--- src/rtl/sec_rtc.sv ---
module sec_rtc #(
  parameter int unsigned TICKS_PER_SEC = 32768,
  parameter int unsigned DW = 32,
  parameter int unsigned AW = 12
) (
  input  logic          clk,
  input  logic          rst_n,
  input  logic          psel,
  input  logic          penable,
  input  logic          pwrite,
  input  logic [AW-1:0] paddr,
  input  logic [DW-1:0] pwdata,
  output logic [DW-1:0] prdata,
  output logic          irq
);
  localparam int unsigned PW = (TICKS_PER_SEC > 1) ? $clog2(TICKS_PER_SEC) : 1;
  localparam int unsigned WW = AW - 2;
  localparam logic [PW-1:0] PRESC_LAST = PW'(TICKS_PER_SEC - 1);
  localparam logic [WW-1:0] W_COUNT = WW'(0);
  localparam logic [WW-1:0] W_MATCH = WW'(1);
  localparam logic [WW-1:0] W_STAT  = WW'(2);
  localparam logic [WW-1:0] W_LOAD  = WW'(3);
  localparam logic [WW-1:0] W_CTRL  = WW'(4);

  logic [PW-1:0] presc_q;
  logic [DW-1:0] cnt_q, match_q, load_q, cnt_nx, match_nx;
  logic          stat_q;
  logic [WW-1:0] word;
  logic          wr_en, wr_load, wr_match, tick, hit;

  assign word     = paddr[AW-1:2];
  assign wr_en    = psel & penable & pwrite;
  assign wr_load  = wr_en && (word == W_LOAD);
  assign wr_match = wr_en && (word == W_MATCH);
  assign tick     = (presc_q == PRESC_LAST);

  assign cnt_nx   = wr_load ? pwdata : (tick ? cnt_q + DW'(1) : cnt_q);
  assign match_nx = wr_match ? pwdata : match_q;
  assign hit      = (wr_load | wr_match | tick) && (cnt_nx == match_nx);

  always_ff @(posedge clk) begin
    if (!rst_n) begin
      presc_q <= '0;
      cnt_q   <= '0;
      match_q <= '0;
      load_q  <= '0;
      stat_q  <= 1'b0;
    end else begin
      presc_q <= (wr_load || tick) ? '0 : presc_q + PW'(1);
      cnt_q   <= cnt_nx;
      match_q <= match_nx;
      if (wr_load) load_q <= pwdata;
      stat_q  <= stat_q | hit;
    end
  end

  assign irq = stat_q;

  function automatic logic [7:0] id_byte(input logic [2:0] idx);
    case (idx)
      3'd0: id_byte = 8'h30;
      3'd1: id_byte = 8'h10;
      3'd2: id_byte = 8'h04;
      3'd3: id_byte = 8'h00;
      3'd4: id_byte = 8'h0D;
      3'd5: id_byte = 8'hF0;
      3'd6: id_byte = 8'h05;
      default: id_byte = 8'hB1;
    endcase
  endfunction

  always_comb begin
    prdata = '0;
    if (psel && !pwrite) begin
      if (word[WW-1:3] == '1)
        prdata = DW'(id_byte(word[2:0]));
      else begin
        case (word)
          W_COUNT: prdata = cnt_q;
          W_MATCH: prdata = match_q;
          W_STAT:  prdata = DW'(stat_q);
          W_LOAD:  prdata = load_q;
          W_CTRL:  prdata = DW'(1);
          default: prdata = '0;
        endcase
      end
    end
  end
endmodule

--- config.mk ---
export PLATFORM = sky130hd
export DESIGN_NAME = sec_rtc
export DESIGN_NICKNAME = d
export VERILOG_FILES = /design/src/rtl/sec_rtc.sv
export SDC_FILE = /design/constraint.sdc
export NUM_CORES = 1
export LEC_CHECK = 0
export CAP_MARGIN = 5
export CORE_MARGIN = 3
export CORE_UTILIZATION = 55
export DETAILED_ROUTE_END_ITERATION = 8
export PLACE_DENSITY = 0.79
export SYNTH_ARGS = -nofsm -noshare
export SYNTH_HDL_FRONTEND = slang
export SYNTH_SLANG_ARGS = --single-unit
export TNS_END_PERCENT = 20
--- constraint.sdc ---
create_clock -name clk -period 4.8 [get_ports clk]
set_input_delay 0.72 -clock clk [delete_from_list [all_inputs] [get_ports clk]]
set_output_delay 0.72 -clock clk [all_outputs]
set_load 0.005 [all_outputs]
==> results.py <==
metrics = {
    "status": {
        "status": "completed",
    },
    "timing": {
        "fmax_mhz": 242,
        "fin_crit_ns": 4.13,
        "holdWs_ns": 0.465,
        "setup_tns_ns": 0,
        "hold_viol": 0,
        "worst_slack_ns": 0.671,
        "maxSlewViolCount": 0,
        "setup_viol": 0,
        "min_period_over_period_pct": 86.0,
        "tightest_slew_ns": 0.897,
        "rsz0062_at_grt": "false",
        "slew-limit-headroom_pct": 40.2,
        "finClkSkew_ns": 0.0132,
    },
    "logic_synthesis": {
        "netlist_area_um2": 7190,
        "yosysWarnings": 0,
        "synth-async-reset-ratio_pct": 0,
        "ys_seq_elements": 112,
        "synth_edf_count": 0,
        "synthFlopType": "dfxtp_1",
        "syn_inst": 985,
        "ys_seq_area_share_pct": 31.2,
        "synth_fp_nets": 1036,
        "synth.distinct_cells": 58,
        "synth.avg_cell_area_um2": 7.30,
    },
    "floorplanning": {
        "fp.dieW_um": 120,
        "num_rows": 41,
        "initial_core_util_pct": 56.5,
        "die_h_um": 120,
        "core-area_um2": 12700,
        "ios": 82,
        "dieArea_um2": 14500,
    },
    "layout": {
        "antenna_cells": 0,
        "layout-drive-gt1-share_pct": 5.11,
        "area_delta_synth_final_pct": 17.5,
        "final_core_util_pct": 66.4,
        "fin_area_um2": 8440,
        "num-nets-final": 1084,
        "seqCellArea_um2": 2240,
        "multi_input_area_um2": 4660,
        "finalNonFillerCells": 1210,
        "fillers": 1152,
    },
    "critical_path": {
        "critPathMaxStageDelay_ns": 0.51,
        "arrival_ns": 3.41,
        "reg2reg_from": "presc_q[0]",
        "criticalPathCategory": "in -> out",
        "required_ns": 4.08,
        "crit_chain": "clkdlybuf4s50_1 -> nor4_1 -> buf_4 -> and2_1 -> nand2b_1 -> buf_4 -> nor2_1 -> clkdlybuf4s50_1",
        "crit_start": "paddr[6]",
        "crit_slowest_cell": "clkdlybuf4s50_1",
        "worst_path_dominant_cell_family": "buffers and inverters",
        "path_max_fanout": 17,
        "crit_path_end_kind": "primary output",
        "start_kind": "input port",
        "cp_num_buf_inv": 4,
    },
    "drt": {
        "drt-total-wl_um": 20500,
        "wl_per_cell_um": 16.9,
        "drcViolationCount": 0,
        "via_count": 7250,
        "first_iter_violations": 642,
        "final_antenna_net_count": 0,
        "drtPass1Iterations": 6,
        "post_drt_via_cell_ratio": 5.99,
    },
    "grt": {
        "antenna_found_initial": 0,
        "grt_max_degree": 99,
        "grt_first_pass_wirelength_um": 33400,
        "grt.busiest_layer": "met2",
        "grt_overflow_total": 0,
        "use_met1_pct": 37.9,
        "grt_util_met2_pct": 46.1,
        "track_usage_pct": 28.3,
        "grt_pass1_vias": 6660,
        "grt.met3_usage_pct": 5.61,
    },
    "clock_network": {
        "ctsLongestPathBuffers": 2,
        "cts_made_buffers": 9,
        "clk_latency_ns": 0.37,
        "cts_tree": "yes",
        "root_buffer": "clkbuf_16",
        "cts.sinks": 112,
        "clkTransAtPathRegs_ns": 0.07,
        "htree_num_levels": 3,
        "postCtsSetupBuffers": 0,
        "cts_resized": 0,
        "postCtsHoldBufs": 0,
    },
    "power": {
        "clkPwrFrac_pct": 42.4,
        "p_per_area_nw_per_um2": 218,
        "seqPwrFrac_pct": 50.6,
        "power_frac_comb_pct": 7.0,
        "fin_total_pwr_mw": 1.84,
        "power.leakage_nw": 3.10,
        "internal_power_mw": 1.40,
        "ir_worst_vdd_mv": 0.181,
        "switching_share_pct": 23.9,
        "p_switching_mw": 0.442,
    },
    "placed_design": {
        "place_area_um2": 8140,
        "place_ws_ns": 0.644,
        "place_inst": 1194,
        "routabilityCongestion": 0.925,
        "dpl.hpwl_um": 14200,
        "portBuffers": 79,
    },
    "min_path": {
        "worstHoldStart": "load_q[15]",
        "worstHoldPathType": "reg -> reg",
    },
    "flow_run": {
        "cap_violations": 0,
    },
}
## worst paths after layout
check | slack (ns) | depth (start not counted) | end
hold reg to reg | 0.46 | 2 | load_q[15]
setup reg to reg | 0.79 | 11 | irq
hold / removal | 0.46 | 2 | load_q[15]
setup / recovery | 0.67 | 8 | prdata[16]
## cells in the final DEF (no fill, tap or decap), types with 17 or more instances in the layout
cell	count
buf_4	22
mux2i_1	37
a21oi_1	67
a21boi_0	60
clkdlybuf4s50_1	77
nor3_1	17
nor2_1	124
nand4_1	24
xor2_1	26
nand2_1	181
nand3_1	28
o21ai_0	46
dfxtp_1	112
xnor2_1	46
o211a_1	20
## layout make-up
type,instances,share of cell area (%)
inverter,9,0.400
multi-input combinational,798,55.2
clock inverter,6,0.889
tap,172,2.55
timing repair buffer,103,11.7
clock buffer,10,2.71
sequential,112,26.6
## flip-flops by register name, indices dropped and copies added, names as in the netlist
signal,flops
cnt_q,32
irq,1
load_q,32
match_q,32
presc_q,15
## power groups by stage
| stage | registers [mW] | logic, mW | clock network, mW |
|---|---|---|---|
| final | 0.933 | 0.129 | 0.783 |
| after detailed placement | 0.954 | 0.127 | 0 |
| after CTS | 0.932 | 0.127 | 0.794 |
| after global routing | 0.933 | 0.136 | 0.832 |
| after floorplan | 0.954 | 0.0547 | 0 |
| after global placement | 0.954 | 0.126 | 0 |
## cell usage after synthesis, drive strengths merged (2+ instances only)
master / number / area, µm²
nor4: 9 / 83.8
o211ai: 3 / 22.5
a21o: 2 / 15.0
or4: 4 / 30.0
nor4b: 3 / 26.3
o21a: 2 / 15.0
nor2: 124 / 465
dfxtp: 112 / 2240
nand2b: 3 / 18.8
nand2: 181 / 679
a21oi: 67 / 335
or3: 4 / 25.0
nor2b: 9 / 56.3
mux2i: 37 / 370
xor2: 26 / 228
nand4: 25 / 163
and3: 11 / 68.8
clkbuf: 51 / 191
mux2: 2 / 22.5
a21boi: 60 / 450
buf: 15 / 57.6
inv: 9 / 33.8
a311oi: 2 / 17.5
nor3: 19 / 111
o211a: 20 / 200
nand3: 28 / 140
ha: 2 / 25.0
a211oi: 4 / 30.0
a31oi: 4 / 25.0
a32oi: 2 / 17.5
xnor2: 46 / 403
a22oi: 7 / 52.6
o21ai: 48 / 240
o2111a: 2 / 22.5
and2: 14 / 87.6
o22ai: 14 / 87.6
## routing by layer
| layer | vias to the layer above | wire length [µm] |
|---|---|---|
| li1 | 3537 | - |
| met1 | 3426 | 9170 |
| met2 | 248 | 9540 |
| met3 | 39 | 1250 |
| met4 | 0 | 521 |
| met5 | - | 0 |
## worst min-delay path, cell delays in order (launching register included)
cell and delay, ns:
dfxtp_1 0.31, nand2_1 0.05, a21boi_0 0.06
## cell families after synthesis
kind of cell	count (synthesis)	synth area share, %
compound gates	248	22.7
xor+xnor	72	8.77
fa+ha+maj	2	0.348
buf+inv	75	3.93
flops	112	31.2
mux	39	5.47
simple gates	437	27.6
Note: power is estimated with default switching activity, not from simulation.
